## src/rtl/dsr_pkg.sv

```systemverilog
package dsr_pkg;
    localparam int DSR_W = 8;

    typedef enum logic {
        SRC_BUS_B = 1'b0,
        SRC_BUS_A = 1'b1
    } src_sel_e;

    typedef struct packed {
        logic [DSR_W-1:0] cells;
    } chain_state_t;
endpackage

```

## src/rtl/dsr_xfer_ctrl.sv

```systemverilog
module dsr_xfer_ctrl
    import dsr_pkg::*;
(
    input  logic     a_en,
    input  logic     dir_a2b,
    input  logic     par_mode,
    input  logic     async_cap,
    output src_sel_e src_sel,
    output logic     load_en,
    output logic     shift_en,
    output logic     transp,
    output logic     a_oe,
    output logic     b_oe
);
    logic src_ok;

    always_comb begin
        src_sel  = dir_a2b ? SRC_BUS_A : SRC_BUS_B;
        src_ok   = (src_sel == SRC_BUS_B) || a_en;
        load_en  = par_mode && src_ok;
        shift_en = !par_mode;
        transp   = par_mode && async_cap && src_ok;
        b_oe     = (src_sel == SRC_BUS_A);
        a_oe     = (src_sel == SRC_BUS_B) && a_en;
    end

    always_comb begin
        assert_one_driver_R7: assert (!(a_oe && b_oe));
        assert_mode_excl_R2: assert (!(load_en && shift_en));
    end
endmodule

```

## src/rtl/dsr_stage_chain.sv

```systemverilog
module dsr_stage_chain
    import dsr_pkg::*;
#(
    parameter int W = DSR_W
) (
    input  logic         clk,
    input  logic         rst_n,
    input  logic         load_en,
    input  logic         shift_en,
    input  logic         ser_in,
    input  logic [W-1:0] src_word,
    output logic [W-1:0] q
);
    chain_state_t st_d, st_q;
    logic [W-1:0] cell_d;

    for (genvar i = 0; i < W; i++) begin : g_cell
        if (i == 0) begin : g_first
            always_comb begin
                if (load_en)       cell_d[i] = src_word[i];
                else if (shift_en) cell_d[i] = ser_in;
                else               cell_d[i] = st_q.cells[i];
            end
        end else begin : g_rest
            always_comb begin
                if (load_en)       cell_d[i] = src_word[i];
                else if (shift_en) cell_d[i] = st_q.cells[i-1];
                else               cell_d[i] = st_q.cells[i];
            end
        end
    end

    always_comb begin
        st_d = st_q;
        st_d.cells = rst_n ? cell_d : '0;
    end

    always_ff @(posedge clk) begin
        st_q <= st_d;
    end

    assign q = st_q.cells;

    logic rst_seen_q;
    always_ff @(posedge clk) begin
        rst_seen_q <= !rst_n;
    end

    always @(posedge clk) begin
        if (rst_seen_q === 1'b1) begin
            assert_reset_clear_R1: assert (q == '0);
        end
    end

    assert_shift_move_R2: assert property (@(posedge clk) disable iff (!rst_n)
        shift_en |=> (q[W-1:1] == $past(q[W-2:0])) && (q[0] == $past(ser_in)));

    assert_par_load_R3: assert property (@(posedge clk) disable iff (!rst_n)
        load_en |=> q == $past(src_word));

    assert_idle_hold_R6: assert property (@(posedge clk) disable iff (!rst_n)
        (!load_en && !shift_en) |=> $stable(q));
endmodule

```

## src/rtl/dsr_bus_drive.sv

```systemverilog
module dsr_bus_drive #(
    parameter int W = 8
) (
    input  logic [W-1:0] stored,
    input  logic [W-1:0] src_word,
    input  logic         transp,
    output logic [W-1:0] a_out,
    output logic [W-1:0] b_out
);
    logic [W-1:0] vis_word;

    always_comb begin
        vis_word = transp ? src_word : stored;
        a_out    = vis_word;
        b_out    = vis_word;
    end
endmodule

```

## src/rtl/duplex_shift_reg.sv

```systemverilog
module duplex_shift_reg
    import dsr_pkg::*;
#(
    parameter int W = DSR_W
) (
    input  logic         clk,
    input  logic         rst_n,
    input  logic         a_en,
    input  logic         dir_a2b,
    input  logic         par_mode,
    input  logic         async_cap,
    input  logic         ser_in,
    input  logic [W-1:0] a_in,
    input  logic [W-1:0] b_in,
    output logic [W-1:0] a_out,
    output logic         a_oe,
    output logic [W-1:0] b_out,
    output logic         b_oe
);
    src_sel_e     src_sel;
    logic         load_en, shift_en, transp;
    logic [W-1:0] src_word;
    logic [W-1:0] q_w;

    dsr_xfer_ctrl u_ctrl (
        .a_en     (a_en),
        .dir_a2b  (dir_a2b),
        .par_mode (par_mode),
        .async_cap(async_cap),
        .src_sel  (src_sel),
        .load_en  (load_en),
        .shift_en (shift_en),
        .transp   (transp),
        .a_oe     (a_oe),
        .b_oe     (b_oe)
    );

    assign src_word = (src_sel == SRC_BUS_A) ? a_in : b_in;

    dsr_stage_chain #(.W(W)) u_chain (
        .clk     (clk),
        .rst_n   (rst_n),
        .load_en (load_en),
        .shift_en(shift_en),
        .ser_in  (ser_in),
        .src_word(src_word),
        .q       (q_w)
    );

    dsr_bus_drive #(.W(W)) u_drive (
        .stored  (q_w),
        .src_word(src_word),
        .transp  (transp),
        .a_out   (a_out),
        .b_out   (b_out)
    );

    assert_transp_store_R5: assert property (@(posedge clk) disable iff (!rst_n)
        transp |=> q_w == $past(b_out));

    assert_dest_b_R7: assert property (@(posedge clk) disable iff (!rst_n)
        dir_a2b |-> !a_oe);
endmodule

```

## config.mk

```make
export PLATFORM = sky130hd
export DESIGN_NAME = duplex_shift_reg
export DESIGN_NICKNAME = d
export VERILOG_FILES = /design/src/rtl/dsr_pkg.sv /design/src/rtl/dsr_xfer_ctrl.sv /design/src/rtl/dsr_stage_chain.sv /design/src/rtl/dsr_bus_drive.sv /design/src/rtl/duplex_shift_reg.sv
export SDC_FILE = /design/constraint.sdc
export NUM_CORES = 1
export LEC_CHECK = 0
export ABC_AREA = 1
export BUFFER_PORTS_ARGS = -buffer_cell sky130_fd_sc_hd__buf_2
export CAP_MARGIN = 20
export CORE_MARGIN = 5
export CORE_UTILIZATION = 44
export CTS_BUF_LIST = sky130_fd_sc_hd__clkbuf_2
export DETAILED_ROUTE_END_ITERATION = 10
export PLACE_DENSITY_LB_ADDON = 0.3
export SKIP_LAST_GASP = 1
export SYNTH_ARGS = -nofsm -noshare
export SYNTH_HDL_FRONTEND = slang
export SYNTH_SLANG_ARGS = --single-unit
```

## constraint.sdc

```tcl
create_clock -name clk -period 1.18 [get_ports clk]
set_clock_uncertainty 0.05 [all_clocks]
set_input_delay 0.059 -clock clk [delete_from_list [all_inputs] [get_ports clk]]
set_output_delay 0.059 -clock clk [all_outputs]
set_load 0.1 [all_outputs]
```

==> results_dict.tcl, run 1 <==
set metrics [dict create \
    worstHoldPathCells 3 \
    async_reset_ff_share_pct 0 \
    wire_per_inst_microns 14.0 \
    cp-end-kind "output pin" \
    p_int_uw 708 \
    cts_buffers 3 \
    synth_area_leader_cell "dfxtp_1" \
    htree_levels 1 \
    finalCriticalPeriod_ns 1.15 \
    place_congestion 0.901 \
    drt-initial-drc-count 31 \
    critPathCapture "a_out[7]" \
    synth_area_sq_um 691 \
    grt.total_usage_pct 20.3 \
    slew_viol_final 0 \
    crit_type "in2out" \
    synth.net_count 136 \
    grt_start_max_net_pins 11 \
    yosys_warnings 0 \
    cts_tree "done" \
    hold_viol 0 \
    timing.final.crit_share_pct 97.7 \
    fmax_mhz 867 \
    relSlewSlack_pct 77.5 \
    wl_microns 2440 \
    fp.dieW_microns 49.6 \
    drive_gt1_share_pct 50.6 \
    ys_seq_area_share_pct 23.2 \
    antenna-diode-count 0 \
    drt_first_pass_iters 4 \
    vdd_drop_max_mv 0.815 \
    power.leakage_uw 0.000635 \
    fin_util_pct 86.8 \
    r2r_start "u_chain.q[1]$_SDFFE_PN0P_" \
    grt_pass1_wl_microns 4010 \
    switching_share_pct 51.0 \
    instances_no_fill 174 \
    grt_pass1_vias 974 \
    path_clk_slew_ns 0.06 \
    setup_viol 0 \
    rr_worst_depth 4 \
    synth_seq_cells 8 \
    postCtsSetupBuffers 0 \
    path_max_fanout 6 \
    synth.distinct_cells 17 \
    cp_data_required_time_ns 1.07 \
    remaining_drc_errors 0 \
    rsz0062_at_grt "false" \
    vias 910 \
    worst_pin_slew_ns 0.336 \
    cts-root-buf "clkbuf_2" \
    syn_avg_cell_area_sq_um 6.11 \
    largest_reg_flops 8 \
    yosys-top-cells-area "dfxtp_1 23%, nand2_1 18%, buf_4 11%" \
    synth_flop_cell "dfxtp_1" \
    ant_nets 0 \
    path_cells "buf_2 > inv_2 > a21oi_4 > nand2_2 > buf_4 > o21ai_4 > buf_12" \
    r2r_slack_ns 0.35 \
    io_pins 41 \
    cts.sinks 8 \
    synth_commonest_cells "33 x nand2_1, 16 x nor2_1, 13 x o21ai_0" \
    area_delta_synth_final_pct 89.3 \
    antenna_found_initial 0 \
    power_frac_comb_pct 68.2 \
    clkLatencyLatePin_ns 0.23 \
    nNetsFinal 183 \
    grt_overflow 0 \
    cp_data_arrival_time_ns 1.04 \
    via_per_inst 5.23 \
    crit_path_start "a_en" \
    p_seq_share_pct 21.4 \
    dpl.hpwl_microns 2150 \
    start_util_pct 45.8 \
    cpMaxStageDelayCell "o21ai_4" \
    maxCapViolations 0 \
    p_sw_uw 738 \
    max-clock-path-buffers 2 \
    powerDensity_mw_per_mm2 1110 \
    die_y_microns 49.6 \
    synth-edff-count 0 \
    synthCells 113 \
    portBuffers 40 \
    hold_slack_ns 0.0280 \
    r2r_end "u_chain.q[2]$_SDFFE_PN0P_" \
    cp_slowest_stage_delay_ns 0.20 \
    rows 14 \
    synth_most_common_cell "nand2_1" \
    status "completed" \
    min-delay-path-class "in2reg" \
    num-fill-cells 79 \
    clockPowerShare_pct 10.4 \
    startpoint_type "primary input" \
    yosys.area.top_type_share_pct 23.2 \
    core_area_sq_mm 0.00151 \
    place_inst 171 \
    dieArea_sq_mm 0.00246 \
]
-- metrics by stage --
stage / worst slack (ns) / setup TNS [ns] / total power (uW) / cell area (sq um)
4_1_cts: 0.00639 / 0 / 1450 / 1300
6_report: 0.0268 / 0 / 1450 / 1310
5_1_grt: 0.00395 / 0 / 1500 / 1310
2_1_floorplan: -0.381 / -2.99 / 1040 / 888
3_3_place_gp: 0.0186 / 0 / 1270 / 1280
3_5_place_dp: -0.0486 / -0.228 / 1300 / 1280
-- cell families after synthesis --
logic type             after synthesis  synth area share [%]
AO/OA/AOI/OAI                       23                  21.6
flip-flops                           8                  23.2
buffers and inverters               27                  23.7
AND/OR/NAND/NOR                     55                  31.5
-- cell type report --
class	instances	area, sq um	area share (%)
clock buffers	3	15.0	1.15
inverters	14	57.6	4.40
multi-input cells	78	463	35.4
flip-flops and latches	8	163	12.4
well taps	16	20.0	1.53
repair buffers	55	589	45.1
-- power by group through the flow --
stage	Clock [uW]	Combinational, uW	Sequential (uW)
floorplan	0	737	306
global placement	0	964	311
detailed placement	0	983	312
CTS	158	987	306
global route	165	1020	310
finish	150	987	309
-- timing repair --
item                       4_1_cts  5_1_grt
hold buffers                     0        0
gates resized for setup          4        5
cloned                           0        0
setup endpoints to repair       10       14
pin swaps                        1        6
-- cell usage in the layout, fill, tap and decap left out --
cell	Yosys	routed
a21oi_1	1	1
a21oi_4	1	1
buf_12	0	18
buf_2	0	21
buf_4	10	15
buf_6	3	1
clkbuf_2	0	3
dfxtp_1	8	6
dfxtp_2	0	2
inv_1	12	9
inv_2	1	4
inv_6	0	1
nand2_1	33	28
nand2_2	1	4
nand2_8	0	2
nand3_1	2	2
nand4_1	2	2
nor2_1	16	15
nor2_4	0	1
nor3_1	1	1
o21ai_0	13	12
o21ai_1	2	2
o21ai_2	6	1
o21ai_4	0	6
-- layer usage --
layer	GRT usage, %	part of all wire, %
met1	20.4	35
met2	34.7	50
met3	3.31	8.2
met4	18.8	6.2
met5	0	0
-- worst min-delay path by stage --
stage                      from                         to  slack, ns
after floorplan           rst_n  u_chain.q[4]$_SDFFE_PN0P_       0.11
after global placement    rst_n  u_chain.q[4]$_SDFFE_PN0P_       0.23
after detailed placement  rst_n  u_chain.q[4]$_SDFFE_PN0P_       0.26
after global routing      rst_n  u_chain.q[4]$_SDFFE_PN0P_       0.04
after CTS                 rst_n  u_chain.q[4]$_SDFFE_PN0P_       0.02
final                     rst_n  u_chain.q[4]$_SDFFE_PN0P_       0.03
-- critical path: cells and delay by family --
kind / cells / cell delay [ns]
compound gates: 2 / 0.35
simple gates: 1 / 0.09
buf+inv: 4 / 0.53
Note: power is estimated with default switching activity, not from simulation.
==> inputs of run 2 (changes only) <==
BUFFER_PORTS_ARGS = -buffer_cell sky130_fd_sc_hd__clkbuf_2   (was -buffer_cell sky130_fd_sc_hd__buf_2)
==> run 2 against run 1 <==
Net effect:
- the run now ends with setup timing left
- total power grew 1.3%
- via count rose by 1.3%
- die area stayed put
- wire length is 7.7% higher
- final cell count is 1.1% lower
==> results_dict.tcl, run 2 (same netlist as run 1, synthesis figures left out) <==
set metrics [dict create \
    cts_buffers 3 \
    grt_pass1_wl_microns 3540 \
    cp_data_required_time_ns 1.07 \
    cp-end-kind "output pin" \
    cpMaxStageDelayCell "o21ai_4" \
    core_area_sq_mm 0.00151 \
    dieArea_sq_mm 0.00246 \
    violations "setup timing" \
    r2r_start "u_chain.q[4]$_SDFFE_PN0P_" \
    worstHoldPathCells 3 \
    place_congestion 0.913 \
    finalCriticalPeriod_ns 1.21 \
    slew_viol_final 0 \
    fp.dieW_microns 49.6 \
    fin_util_pct 88.4 \
    wl_microns 2630 \
    r2r_end "u_chain.q[5]$_SDFFE_PN0P_" \
    crit_type "in2out" \
    antenna_found_initial 0 \
    power.leakage_uw 0.000645 \
    status "finished, violations left" \
    vias 922 \
    fin_ws_ns -0.0334 \
    rsz0062_at_grt "true" \
    cp_data_arrival_time_ns 1.10 \
    path_cells "buf_4 > buf_6 > nand2_1 > o21ai_0 > buf_4 > o21ai_4 > buf_12" \
    worst_pin_slew_ns 0.360 \
    remaining_drc_errors 0 \
    grt_pass1_vias 900 \
    rr_worst_depth 5 \
    die_y_microns 49.6 \
    timing.final.crit_share_pct 103 \
    drt-initial-drc-count 35 \
    final_cell_mix "28 x nand2_1, 24 x clkbuf_2, 19 x buf_12" \
    drive_gt1_share_pct 50.6 \
    io_pins 41 \
    r2r_slack_ns 0.20 \
    nNetsFinal 181 \
    ant_nets 0 \
    tns_ns -0.0664 \
    startpoint_type "primary input" \
    largest_reg_flops 8 \
    min-delay-path-class "in2reg" \
    clkLatencyLatePin_ns 0.23 \
    hp-start "ser_in" \
    area_delta_synth_final_pct 92.8 \
    grt_start_max_net_pins 17 \
    path_max_fanout 4 \
    start_util_pct 45.8 \
    dpl.hpwl_microns 1890 \
    relSlewSlack_pct 75.9 \
    via_per_inst 5.36 \
    hold_viol 0 \
    htree_levels 1 \
    vdd_drop_max_mv 0.917 \
    grt.total_usage_pct 17.7 \
    path_common_cell "buf_4" \
    cts.sinks 8 \
    max-clock-path-buffers 2 \
    dpl-instance-area_sq_mm 0.00125 \
    final_common_cell "nand2_1" \
    cp_slowest_stage_delay_ns 0.20 \
    hold_slack_ns 0.0334 \
    drt_first_pass_iters 4 \
    antenna-diode-count 0 \
    cts-root-buf "clkbuf_2" \
    wire_per_inst_microns 15.3 \
    cp_num_buf_inv 4 \
    critPathTopFamily "buffers and inverters" \
    grt_overflow 0 \
    holdPathEnd "u_chain.q[0]$_SDFFE_PN0P_" \
    portBuffers 40 \
    powerDensity_mw_per_mm2 1100 \
    maxCapViolations 0 \
    path_clk_slew_ns 0.07 \
    fmax_mhz 824 \
    stdcell_area_sq_mm 0.00133 \
    rows 14 \
    setup_viol 2 \
    cts_tree "done" \
]
==> run 2: cell types whose count changed in the layout (fill, tap and decap cells not counted) <==
cell,previous run,this run
dfxtp_2,2,3
dfxtp_1,6,5
buf_12,18,19
buf_4,15,10
o21ai_0,12,11
buf_8,0,1
o21ai_1,2,3
clkbuf_2,3,24
buf_2,21,0
clkbuf_16,0,1
==> run 2: metal layers <==
metal  track usage [%]  wire (microns)  vias to the layer above
met3              4.22             201                       12
met4              10.0             102                        0
met1              18.5             890                      410
met2              31.6            1440                       65
li1                  -               -                      435
met5                 0               0                        -
==> run 2: area by class of cell <==
| class | count | area, sq um |
|---|---|---|
| well taps | 16 | 20.0 |
| fillers | 67 | 175 |
| repair buffers | 53 | 612 |
| flip-flops and latches | 8 | 164 |
| multi-input cells | 78 | 463 |
| inverters | 14 | 57.6 |
| clock buffers | 3 | 15.0 |
==> run 2: tightest hold or removal path, stage by stage <==
cell and delay [ns]:
clkbuf_2 0.08, o21ai_0 0.06, nor2_1 0.08
==> run 2: report_power, final <==
group          internal, uW  total, uW  switching (uW)
clock network          69.1        150            80.6
registers               292        310            18.1
logic                   355       1010             650
total                   717       1470             749
==> run 2: how the worst max path moves through the flow <==
stage,from,slack (ns),to,depth (start not counted)
6_report,dir_a2b,-0.03,a_out[2],7
5_1_grt,dir_a2b,-0.07,b_out[2],7
4_1_cts,a_en,0.0003,b_out[5],8
3_5_place_dp,dir_a2b,-0.06,u_chain.q[3]$_SDFFE_PN0P_,6
3_3_place_gp,dir_a2b,0.02,u_chain.q[3]$_SDFFE_PN0P_,6
2_1_floorplan,par_mode,-0.38,b_out[0],7
==> run 2: repair_timing <==
item / in CTS / in global routing
hold buffers: 0 / 0
setup endpoints to repair: 8 / 16
pin swaps: 4 / 5
cloned: 0 / 1
resized for setup: 1 / 14
setup buffers: 0 / 2
==> run 2: per-stage QoR <==
stage / setup WS (ns) / total power, uW / instances
floorplan: -0.381 / 1040 / 113
global placement: 0.0209 / 1270 / 166
detailed placement: -0.0609 / 1280 / 166
CTS: 0.000309 / 1440 / 169
global route: -0.0656 / 1530 / 172
finish: -0.0334 / 1470 / 172
==> inputs of run 3 (changes only) <==
CORE_UTILIZATION = 45   (was 44)
GPL_ROUTABILITY_DRIVEN = 0   (was not set)
SYNTH_HIERARCHICAL = 1   (was not set)
==> run 3 against run 2 <==
Net effect:
- the run still ends with setup timing left
- first-iteration DRC count fell by 20%
- core utilization shrank 0.85 points
- sequential share of layout area down 0.21 points
- setup slack improved by 0.033 ns
- maximum frequency is 2.8% higher
- combinational power down 8%
- hold slack improved by 0.018 ns
- sequential power decreased by 2%
- synthesized cell count is 16% higher
- global-route usage rose by 0.37 points
- register-to-register slack improved by 0.19 ns
- largest power group unchanged
- highest routed layer unchanged
==> results_dict.tcl, run 3 <==
set metrics [dict create \
    status "finished, violations left" \
    violations "setup timing" \
    rows 14 \
    cts_tree "done" \
    dieArea_sq_mm 0.00254 \
    multi_input_area_sq_um 544 \
    setup_viol 1 \
    cp_slowest_stage_delay_ns 0.18 \
    max-clock-path-buffers 2 \
    tns_ns -0.000128 \
    antenna-diode-count 0 \
    startpoint_type "primary input" \
    path_max_fanout 8 \
    worst_pin_slew_ns 0.206 \
    relSlewSlack_pct 86.2 \
    yosys_warnings 6 \
    maxCapViolations 0 \
    yosys.area.top_type_share_pct 39.4 \
    holdBufCountCts 0 \
    syn_avg_cell_area_sq_um 5.60 \
    vias 931 \
    drt-initial-drc-count 28 \
    fp.dieW_microns 50.4 \
    synth_commonest_cells "77 x nand2_1, 12 x nand3_1, 11 x inv_1" \
    clkLatencyLatePin_ns 0.26 \
    core_area_sq_mm 0.00152 \
    htree_levels 1 \
    remaining_drc_errors 0 \
    hold_slack_ns 0.0512 \
    async_reset_ff_share_pct 0 \
    wire_per_inst_microns 13.1 \
    power.leakage_uw 0.000715 \
    synth_seq_cells 8 \
    antenna_found_initial 0 \
    path_clk_slew_ns 0.08 \
    grt_start_max_net_pins 10 \
    path_cells "clkbuf_2 > buf_4 > inv_4 > nand2_1 > nand2_1 > nand2_1 > nand2_8 > buf_12" \
    cts-root-buf "clkbuf_2" \
    vdd_drop_max_mv 0.754 \
    grt_pass1_vias 827 \
    grt.total_usage_pct 18.1 \
    cp_data_required_time_ns 1.07 \
    synth.net_count 154 \
    final_cell_mix "62 x nand2_1, 25 x clkbuf_2, 18 x buf_12" \
    synthCells 131 \
    grt_pass1_wl_microns 3570 \
    synth_area_leader_cell "nand2_1" \
    critPathTopFamily "buffers and inverters" \
    drive_gt1_share_pct 44.4 \
    cp_num_buf_inv 4 \
    largest_reg_flops 8 \
    grt_overflow 0 \
    rsz0062_at_grt "true" \
    path_common_cell "nand2_1" \
    hold_viol 0 \
    synth_most_common_cell "nand2_1" \
    crit_type "in2out" \
    final_common_cell "nand2_1" \
    synth_area_sq_um 733 \
    cts_buffers 3 \
    min-delay-path-class "in2reg" \
    place_inst 181 \
    synth_flop_cell "dfxtp_1" \
    place_ws_ns 0.00127 \
    cp_data_arrival_time_ns 1.07 \
    portBuffers 40 \
    start_util_pct 48.1 \
    instances_no_fill 185 \
    fmax_mhz 847 \
    timing.final.crit_share_pct 100 \
    num-fill-cells 75 \
    wl_microns 2420 \
    synth-edff-count 0 \
    ant_nets 0 \
    cp-end-kind "output pin" \
    nNetsFinal 194 \
    cpMaxStageDelayCell "buf_4" \
    powerDensity_mw_per_mm2 1060 \
    area_delta_synth_final_pct 81.9 \
    via_per_inst 5.03 \
    yosys-top-cells-area "nand2_1 39%, dfxtp_1 22%, buf_4 10%" \
    ys_seq_area_share_pct 21.8 \
    synth.distinct_cells 11 \
    io_pins 41 \
    drt_first_pass_iters 4 \
    finalCriticalPeriod_ns 1.18 \
    dpl.hpwl_microns 1770 \
    fin_ws_ns -0.000128 \
    slew_viol_final 0 \
    fin_util_pct 87.5 \
    die_y_microns 50.4 \
    seqCellArea_sq_um 161 \
    cts.sinks 8 \
]
-- run 3: final timing paths --
kind                                   from                         to  slack (ns)  depth (start not counted)
setup / recovery                    dir_a2b                   b_out[1]     -0.0001                          8
hold / removal                        rst_n  u_chain/q[7]$_SDFFE_PN0P_        0.05                          3
setup reg to reg  u_chain/q[3]$_SDFFE_PN0P_  u_chain/q[4]$_SDFFE_PN0P_        0.39                          4
hold reg to reg   u_chain/q[6]$_SDFFE_PN0P_  u_chain/q[6]$_SDFFE_PN0P_        0.45                          2
-- run 3: kinds of logic after synthesis --
| family | synth area share, % |
|---|---|
| AO/OA/AOI/OAI | 3.75 |
| buffers and inverters | 23.5 |
| flip-flops | 21.8 |
| AND/OR/NAND/NOR | 50.9 |
-- run 3: worst register-to-register path, stage by stage, from the launching register on --
cell and delay [ns]:
dfxtp_1 0.37, nand2_1 0.07, nand2_1 0.07, nand2_1 0.06, a21oi_1 0.11
-- run 3: layout make-up --
class / count / share of cell area, %
multi-input cells: 95 / 40.8
well taps: 16 / 1.50
repair buffers: 49 / 40.3
flip-flops and latches: 8 / 12.1
clock buffers: 3 / 1.13
inverters: 14 / 4.13
-- run 3: routing by layer --
layer / global-route usage, % / part of all wire (%) / vias to the layer above
met3: 6.80 / 8.1 / 7
met2: 29.5 / 51 / 54
met5: 0 / 0 / -
met4: 6.38 / 1.8 / 0
li1: - / - / 461
met1: 21.6 / 39 / 409
-- run 3: repair_timing --
| item | 4_1_cts | 5_1_grt |
|---|---|---|
| gates resized for setup | 1 | 9 |
| setup buffers | 0 | 1 |
| pin swaps | 0 | 1 |
| setup endpoints to repair | 2 | 16 |
| endpoints found under the hold margin | 0 | 0 |
-- run 3: metrics by stage --
step / area, sq um / total power [uW]
global route: 1330 / 1470
global placement: 1280 / 1210
floorplan: 905 / 976
finish: 1330 / 1420
CTS: 1300 / 1400
detailed placement: 1280 / 1220
-- run 3: power by group --
| part | total, uW | switching [uW] | internal, uW |
|---|---|---|---|
| registers | 304 | 15.0 | 289 |
| clock network | 178 | 108 | 69.2 |
| logic | 934 | 611 | 323 |
